File: src/rtl/spicmd_pkg.sv
package spicmd_pkg;

    typedef enum logic [1:0] {
        ERR_NONE    = 2'd0,
        ERR_TIMEOUT = 2'd1,
        ERR_IO      = 2'd2
    } err_e;

    typedef enum logic [2:0] {
        S_IDLE,
        S_WAKE,
        S_FRAME,
        S_POLL,
        S_EXTRA,
        S_TAIL
    } seq_e;

    typedef struct packed {
        logic [5:0]  op;
        logic [31:0] arg;
        logic [1:0]  kind;
    } cmd_t;

    localparam logic [7:0] IDLE_BYTE  = 8'hFF;
    localparam logic [2:0] FRAME_LAST = 3'd7;

    function automatic logic [7:0] check_byte(input logic [5:0] op);
        if (op == 6'd0)      return 8'h95;
        else if (op == 6'd8) return 8'h87;
        else                 return 8'h00;
    endfunction

    function automatic logic token_good(input logic [7:0] b);
        return (b == 8'h00) || (b == 8'h01);
    endfunction

    function automatic logic [2:0] trailing_bytes(input logic [1:0] kind);
        case (kind)
            2'd1:    return 3'd1;
            2'd2:    return 3'd4;
            default: return 3'd0;
        endcase
    endfunction

endpackage

File: src/rtl/spicmd_shifter.sv
module spicmd_shifter #(
    parameter int DIV_W = 8
) (
    input  logic             clk,
    input  logic             rst,
    input  logic             go,
    input  logic [7:0]       tx_byte,
    input  logic [DIV_W-1:0] div,
    input  logic             miso,
    output logic             sclk,
    output logic             mosi,
    output logic             fin,
    output logic [7:0]       rx_byte,
    output logic             active
);
    logic [DIV_W-1:0] cnt;
    logic [2:0]       bitn;
    logic [7:0]       sh_tx;
    logic [7:0]       sh_rx;
    logic [DIV_W:0]   half;

    always_comb begin
        half = ({1'b0, div} + 1'b1) >> 1;
    end

    assign sclk    = active && ({1'b0, cnt} >= half);
    assign mosi    = active ? sh_tx[7] : 1'b1;
    assign rx_byte = sh_rx;

    always_ff @(posedge clk) begin
        if (rst) begin
            active <= 1'b0;
            cnt    <= '0;
            bitn   <= '0;
            sh_tx  <= 8'hFF;
            sh_rx  <= 8'h00;
            fin    <= 1'b0;
        end else begin
            fin <= 1'b0;
            if (!active) begin
                if (go) begin
                    active <= 1'b1;
                    cnt    <= '0;
                    bitn   <= '0;
                    sh_tx  <= tx_byte;
                end
            end else begin
                if ({1'b0, cnt} == half)
                    sh_rx <= {sh_rx[6:0], miso};
                if (cnt == div) begin
                    cnt <= '0;
                    if (bitn == 3'd7) begin
                        active <= 1'b0;
                        fin    <= 1'b1;
                    end else begin
                        bitn  <= bitn + 3'd1;
                        sh_tx <= {sh_tx[6:0], 1'b1};
                    end
                end else begin
                    cnt <= cnt + 1'b1;
                end
            end
        end
    end

    // data line does not move while the clock is high
    p_mosi_steady_r1: assert property (@(posedge clk) disable iff (rst)
        (active && sclk && $past(active && sclk)) |-> $stable(mosi));

    // the completion flag follows the shifter going quiet
    p_fin_quiet_r7: assert property (@(posedge clk) disable iff (rst)
        fin |-> !active);

    // clock stays low while idle
    p_sclk_rest_r7: assert property (@(posedge clk) disable iff (rst)
        (!active && !$past(go)) |-> !sclk);

endmodule

File: src/rtl/spicmd_frame_mux.sv
module spicmd_frame_mux
    import spicmd_pkg::*;
(
    input  logic [2:0]  idx,
    input  logic [5:0]  op,
    input  logic [31:0] arg,
    output logic [7:0]  frame_byte
);
    always_comb begin
        case (idx)
            3'd1:    frame_byte = {2'b01, op};
            3'd2:    frame_byte = arg[31:24];
            3'd3:    frame_byte = arg[23:16];
            3'd4:    frame_byte = arg[15:8];
            3'd5:    frame_byte = arg[7:0];
            3'd6:    frame_byte = check_byte(op);
            default: frame_byte = IDLE_BYTE;
        endcase
    end
endmodule

File: src/rtl/spicmd_sequencer.sv
module spicmd_sequencer
    import spicmd_pkg::*;
#(
    parameter int DIV_W      = 8,
    parameter int SLOW_DIV   = 144,
    parameter int FAST_DIV   = 48,
    parameter int TMO_LIMIT  = 1000,
    parameter int WAKE_BYTES = 20
) (
    input  logic             clk,
    input  logic             rst,
    input  logic             wake_req,
    input  logic             start,
    input  cmd_t             cmd_in,
    input  logic             fin,
    input  logic [7:0]       rx_byte,
    input  logic [7:0]       frame_byte,
    output logic [2:0]       frame_idx,
    output cmd_t             cmd_q,
    output logic             go,
    output logic [7:0]       tx_byte,
    output logic [DIV_W-1:0] div,
    output logic             cs_n,
    output logic             busy,
    output logic             done,
    output logic [1:0]       err,
    output logic [15:0]      rsp_short,
    output logic [31:0]      rsp_word
);
    localparam int IDX_W = (WAKE_BYTES > 8) ? $clog2(WAKE_BYTES) : 3;
    localparam int PC_W  = (TMO_LIMIT > 1) ? $clog2(TMO_LIMIT) : 1;
    localparam logic [IDX_W-1:0] WAKE_LAST = IDX_W'(WAKE_BYTES - 1);
    localparam logic [PC_W-1:0]  POLL_LAST = PC_W'(TMO_LIMIT - 1);
    localparam logic [DIV_W-1:0] DIV_SLOW  = DIV_W'(SLOW_DIV);
    localparam logic [DIV_W-1:0] DIV_FAST  = DIV_W'(FAST_DIV);

    seq_e            st;
    logic [IDX_W-1:0] idx;
    logic [PC_W-1:0]  poll_cnt;
    logic [2:0]       extra_left;
    logic             launch;
    err_e             res_q;
    err_e             err_q;

    assign go        = launch;
    assign busy      = (st != S_IDLE);
    assign frame_idx = idx[2:0];
    assign tx_byte   = (st == S_FRAME) ? frame_byte : IDLE_BYTE;
    assign err       = err_q;

    always_ff @(posedge clk) begin
        if (rst) begin
            st         <= S_IDLE;
            idx        <= '0;
            poll_cnt   <= '0;
            extra_left <= '0;
            launch     <= 1'b0;
            res_q      <= ERR_NONE;
            err_q      <= ERR_NONE;
            cmd_q      <= '0;
            div        <= DIV_SLOW;
            cs_n       <= 1'b1;
            done       <= 1'b0;
            rsp_short  <= '0;
            rsp_word   <= '0;
        end else begin
            launch <= 1'b0;
            done   <= 1'b0;
            case (st)
                S_IDLE: begin
                    if (wake_req) begin
                        st     <= S_WAKE;
                        idx    <= '0;
                        div    <= DIV_SLOW;
                        cs_n   <= 1'b1;
                        err_q  <= ERR_NONE;
                        launch <= 1'b1;
                    end else if (start) begin
                        st        <= S_FRAME;
                        idx       <= '0;
                        cmd_q     <= cmd_in;
                        div       <= (cmd_in.op == 6'd0) ? DIV_SLOW : DIV_FAST;
                        cs_n      <= 1'b0;
                        err_q     <= ERR_NONE;
                        res_q     <= ERR_NONE;
                        rsp_short <= '0;
                        rsp_word  <= '0;
                        launch    <= 1'b1;
                    end
                end
                S_WAKE: if (fin) begin
                    if (idx == WAKE_LAST) begin
                        st    <= S_IDLE;
                        done  <= 1'b1;
                        err_q <= ERR_NONE;
                    end else begin
                        idx    <= idx + 1'b1;
                        launch <= 1'b1;
                    end
                end
                S_FRAME: if (fin) begin
                    launch <= 1'b1;
                    if (idx[2:0] == FRAME_LAST) begin
                        st       <= S_POLL;
                        poll_cnt <= '0;
                    end else begin
                        idx <= idx + 1'b1;
                    end
                end
                S_POLL: if (fin) begin
                    launch <= 1'b1;
                    if (!rx_byte[7]) begin
                        rsp_short  <= {8'h00, rx_byte};
                        res_q      <= token_good(rx_byte) ? ERR_NONE : ERR_IO;
                        extra_left <= trailing_bytes(cmd_q.kind);
                        if (trailing_bytes(cmd_q.kind) != 3'd0) begin
                            st <= S_EXTRA;
                        end else begin
                            st   <= S_TAIL;
                            cs_n <= 1'b1;
                        end
                    end else if (poll_cnt == POLL_LAST) begin
                        res_q <= ERR_TIMEOUT;
                        st    <= S_TAIL;
                        cs_n  <= 1'b1;
                    end else begin
                        poll_cnt <= poll_cnt + 1'b1;
                    end
                end
                S_EXTRA: if (fin) begin
                    launch     <= 1'b1;
                    extra_left <= extra_left - 3'd1;
                    if (cmd_q.kind == 2'd1)
                        rsp_short[15:8] <= rx_byte;
                    else
                        rsp_word <= {rsp_word[23:0], rx_byte};
                    if (extra_left == 3'd1) begin
                        st   <= S_TAIL;
                        cs_n <= 1'b1;
                    end
                end
                S_TAIL: if (fin) begin
                    st    <= S_IDLE;
                    done  <= 1'b1;
                    err_q <= res_q;
                end
                default: st <= S_IDLE;
            endcase
        end
    end

    // completion pulse lasts a single cycle
    p_done_single_r10: assert property (@(posedge clk) disable iff (rst)
        done |=> !done);

    // error code moves only on completion or an accepted request
    p_err_hold_r10: assert property (@(posedge clk) disable iff (rst)
        (!done && !$past(st == S_IDLE && (start || wake_req))) |-> $stable(err_q));

    // select stays inactive during the wake pattern
    p_wake_cs_r8: assert property (@(posedge clk) disable iff (rst)
        (st == S_WAKE) |-> cs_n);

    // select active through frame and response, inactive for the tail
    p_cs_frame_r9: assert property (@(posedge clk) disable iff (rst)
        (st == S_FRAME || st == S_POLL || st == S_EXTRA) |-> !cs_n);
    p_cs_tail_r9: assert property (@(posedge clk) disable iff (rst)
        (st == S_TAIL) |-> cs_n);

    // poll count never passes its bound
    p_poll_bound_r3: assert property (@(posedge clk) disable iff (rst)
        poll_cnt <= POLL_LAST);

    // latched command is frozen while a transaction runs
    p_cmd_frozen_r11: assert property (@(posedge clk) disable iff (rst)
        (st != S_IDLE && $past(st != S_IDLE)) |-> $stable(cmd_q));

endmodule

File: src/rtl/spi_card_cmd.sv
module spi_card_cmd
    import spicmd_pkg::*;
#(
    parameter int DIV_W      = 8,
    parameter int SLOW_DIV   = 144,
    parameter int FAST_DIV   = 48,
    parameter int TMO_LIMIT  = 1000,
    parameter int WAKE_BYTES = 20
) (
    input  logic        clk,
    input  logic        rst,
    input  logic        wake_req,
    input  logic        start,
    input  logic [5:0]  opcode,
    input  logic [31:0] arg,
    input  logic [1:0]  rsp_kind,
    output logic        busy,
    output logic        done,
    output logic [1:0]  err,
    output logic [15:0] rsp_short,
    output logic [31:0] rsp_word,
    output logic        sclk,
    output logic        mosi,
    input  logic        miso,
    output logic        cs_n
);
    cmd_t             cmd_in;
    cmd_t             cmd_q;
    logic             go;
    logic             fin;
    logic             sh_active;
    logic [7:0]       tx_byte;
    logic [7:0]       rx_byte;
    logic [7:0]       frame_byte;
    logic [2:0]       frame_idx;
    logic [DIV_W-1:0] div;

    assign cmd_in = '{op: opcode, arg: arg, kind: rsp_kind};

    spicmd_frame_mux u_frame (
        .idx        (frame_idx),
        .op         (cmd_q.op),
        .arg        (cmd_q.arg),
        .frame_byte (frame_byte)
    );

    spicmd_sequencer #(
        .DIV_W      (DIV_W),
        .SLOW_DIV   (SLOW_DIV),
        .FAST_DIV   (FAST_DIV),
        .TMO_LIMIT  (TMO_LIMIT),
        .WAKE_BYTES (WAKE_BYTES)
    ) u_seq (
        .clk        (clk),
        .rst        (rst),
        .wake_req   (wake_req),
        .start      (start),
        .cmd_in     (cmd_in),
        .fin        (fin),
        .rx_byte    (rx_byte),
        .frame_byte (frame_byte),
        .frame_idx  (frame_idx),
        .cmd_q      (cmd_q),
        .go         (go),
        .tx_byte    (tx_byte),
        .div        (div),
        .cs_n       (cs_n),
        .busy       (busy),
        .done       (done),
        .err        (err),
        .rsp_short  (rsp_short),
        .rsp_word   (rsp_word)
    );

    spicmd_shifter #(
        .DIV_W (DIV_W)
    ) u_shift (
        .clk     (clk),
        .rst     (rst),
        .go      (go),
        .tx_byte (tx_byte),
        .div     (div),
        .miso    (miso),
        .sclk    (sclk),
        .mosi    (mosi),
        .fin     (fin),
        .rx_byte (rx_byte),
        .active  (sh_active)
    );

    // a byte is never launched over one still moving
    p_no_overlap_r11: assert property (@(posedge clk) disable iff (rst)
        go |-> !sh_active);

endmodule

File: config.mk
export PLATFORM = sky130hd
export DESIGN_NAME = spi_card_cmd
export DESIGN_NICKNAME = d
export VERILOG_FILES = /design/src/rtl/spicmd_pkg.sv /design/src/rtl/spicmd_shifter.sv /design/src/rtl/spicmd_frame_mux.sv /design/src/rtl/spicmd_sequencer.sv /design/src/rtl/spi_card_cmd.sv
export SDC_FILE = /design/constraint.sdc
export NUM_CORES = 1
export LEC_CHECK = 0
export BUFFER_PORTS_ARGS = -buffer_cell sky130_fd_sc_hd__clkbuf_2
export CORE_MARGIN = 2
export CORE_UTILIZATION = 60
export CTS_BUF_LIST = sky130_fd_sc_hd__clkbuf_4 sky130_fd_sc_hd__clkbuf_8 sky130_fd_sc_hd__clkbuf_16
export CTS_CLUSTER_DIAMETER = 60
export DETAILED_ROUTE_END_ITERATION = 8
export GPL_TIMING_DRIVEN = 1
export PLACE_DENSITY = 0.83
export REMOVE_ABC_BUFFERS = 1
export SYNTH_ARGS = -nofsm -noshare
export SYNTH_HDL_FRONTEND = slang
export SYNTH_SLANG_ARGS = --single-unit
File: constraint.sdc
create_clock -name clk -period 5.5 [get_ports clk]
set_clock_uncertainty 0.15 [all_clocks]
set_input_delay 1.1 -clock clk [delete_from_list [all_inputs] [get_ports clk]]
set_output_delay 1.1 -clock clk [all_outputs]
set_load 0.05 [all_outputs]
==> out/results.tsv <==
metric	value	unit
hold_class	reg -> reg	
dr.pass1.iters	5	
critPathArrivalTime	2120	ps
ys.flop_type	dfxtp_1	
initial_core_util	61.1	%
slew_headroom	28.7	%
ys_seq_area_share	44.3	%
setup_viol	0	
fin_tns_setup	0	ps
overflow	0	
end_kind	output pin	
cts_buffer_depth	2	
synth_commonest_cells	dfxtp_1, nand2_1, a21oi_1	
port_buffers	98	
cts.repair.resized	0	
required	4250	ps
drv_cap	0	
fin_crit_sh	61.3	%
drive_gt1_share	17.8	%
synth-warning-count	0	
synth_top_cell_by_area	dfxtp_1	
die_h	109	um
antenna_cells	0	
synth_area_leaders	dfxtp_1, nand2_1, a21oi_1	
vias_per_cell	5.93	
cts-root-buf	clkbuf_8	
final_util	71.4	%
worstSetupStartpointType	register	
instances_no_fill	1014	
vias	6013	
die_area	11800	um^2
placedCellCount	982	
hpwl	10.4	mm
p_leak	3.09	nW
cts_setup_buffers	0	
drv_slew	0	
place_congestion	0.922	
post-route-min-period	3370	ps
status	finished clean	
detail-route-antenna-nets	0	
area_growth	16.9	%
h-tree-depth	4	
grt_pass1_vias	5619	
synth-edff-count	0	
crit_fanout	18	
rows	38	
antenna_found_initial	0	
yosysUniqueCellTypes	74	
wl	15.9	mm
die_w	109	um
yosysTopAreaCellShare	44.3	%
io_pins	100	
grtUsageTotal	27.6	%
finalHoldViolCount	0	
clock-sinks	146	
cts_buffers	17	
grt_max_degree	73	
synth-seq-cells	146	
drtIter0Drc	465	
nets	923	
cts_tree	done	
synth.avg_cell_area	8.26	um^2
clk_latency	540	ps
cts.hold.buffers_added	0	
max_freq	297	MHz
max-vdd-ir-drop	0.215	mV
grt_pass1_wl	26.0	mm
async_flop_share	0	%
rsz0062_at_grt	false	
crit_type	reg -> out	
drcViolationCount	0	
powerDensity	345	nW/um^2
core_area	10800	um^2
synth_area	6590	um^2
wl_per_cell	15.7	um
worstMarginPinSlew	1070	ps
synthCells	798	
clkTransAtPathRegs	60	ps
## through the flow
| stage | hold WS [ps] | setup slack, ps | instance area [um^2] | power, W |
|---|---|---|---|---|
| floorplan | 273 | 1000 | 6350 | 0.00135 |
| global placement | 290 | 2440 | 7070 | 0.00144 |
| detailed placement | 297 | 2370 | 7070 | 0.00145 |
| finish | 306 | 2130 | 7710 | 0.00266 |
| CTS | 307 | 2100 | 7710 | 0.00267 |
| global route | 325 | 2000 | 7710 | 0.00275 |
## layer usage
layer	global-route usage [%]	share of wire, %
met1	35.4	44
met2	44.4	49
met3	6.69	5.7
met4	11.9	1.8
met5	0	0
## kinds of logic after synthesis
group,count (synthesis),share of synthesized area (%)
simple gates,328,24.1
compound gates,196,18.8
flops,146,44.3
buf+inv,78,4.71
mux,23,3.62
fa+ha+maj,17,3.23
xor+xnor,9,1.20
other cells,1,0.0569
## path summary, 6_finish.rpt
path                                        start                              end  slack, ps  cells past startpoint
setup / recovery        u_shift.active$_SDFF_PP0_                             sclk       2130                      4
hold / removal    u_seq.rsp_word[24]$_SDFFE_PP0P_  u_seq.rsp_word[24]$_SDFFE_PP0P_        310                      2
setup reg to reg        u_seq.idx[2]$_SDFFE_PP0P_    u_shift.sh_tx[5]$_SDFFE_PP1P_       2480                      6
hold reg to reg   u_seq.rsp_word[24]$_SDFFE_PP0P_  u_seq.rsp_word[24]$_SDFFE_PP0P_        310                      2
## area by class of cell
cell class	count	area (um^2)
inverter	19	71.3
sequential	146	2920
clock inverter	8	149
timing repair buffer	103	531
tap	140	175
multi-input combinational	574	3370
clock buffer	24	492
fill	813	3090
## power breakdown
part / internal (W) / total [W] / switching [W]
Sequential: 0.00110 / 0.00115 / 0.0000487
Clock: 0.000800 / 0.00123 / 0.000426
Combinational: 0.000102 / 0.000290 / 0.000188
## registers in the layout, indices dropped and copies added (netlist names), 2 cells and up
name,cells
u_seq.res_q,2
u_shift.bitn,3
u_seq.st,3
u_seq.cmd_q,40
u_seq.poll_cnt,10
u_seq.rsp_word,32
u_seq.err,2
u_shift.cnt,8
u_shift.rx_byte,8
u_shift.sh_tx,8
u_seq.div,2
u_seq.extra_left,3
u_seq.idx,5
u_seq.rsp_short,15
## worst max-delay path, cell delays in order, from the launching register on
cell and delay, ps:
dfxtp_1 700, nand4b_1 180, nor3b_1 290, or2_2 160, clkbuf_2 260
## layout by cell type, fill, tap and decap left out, drive strengths merged, types with 5 or more instances in the layout
master | synthesis | routed
a31oi | 5 | 5
clkbuf | 45 | 121
or3 | 5 | 5
a22oi | 5 | 5
inv | 19 | 19
dfxtp | 146 | 146
nand2b | 6 | 6
mux2i | 19 | 19
and2 | 8 | 8
nor2 | 48 | 48
xnor2 | 5 | 5
buf | 14 | 6
a22o | 11 | 11
o211ai | 6 | 6
ha | 17 | 17
nand2 | 146 | 146
nor3 | 13 | 13
nor2b | 7 | 7
a21oi | 103 | 103
o21ai | 19 | 19
nor4 | 7 | 7
nand3 | 53 | 53
Note: power is estimated with default switching activity, not from simulation.
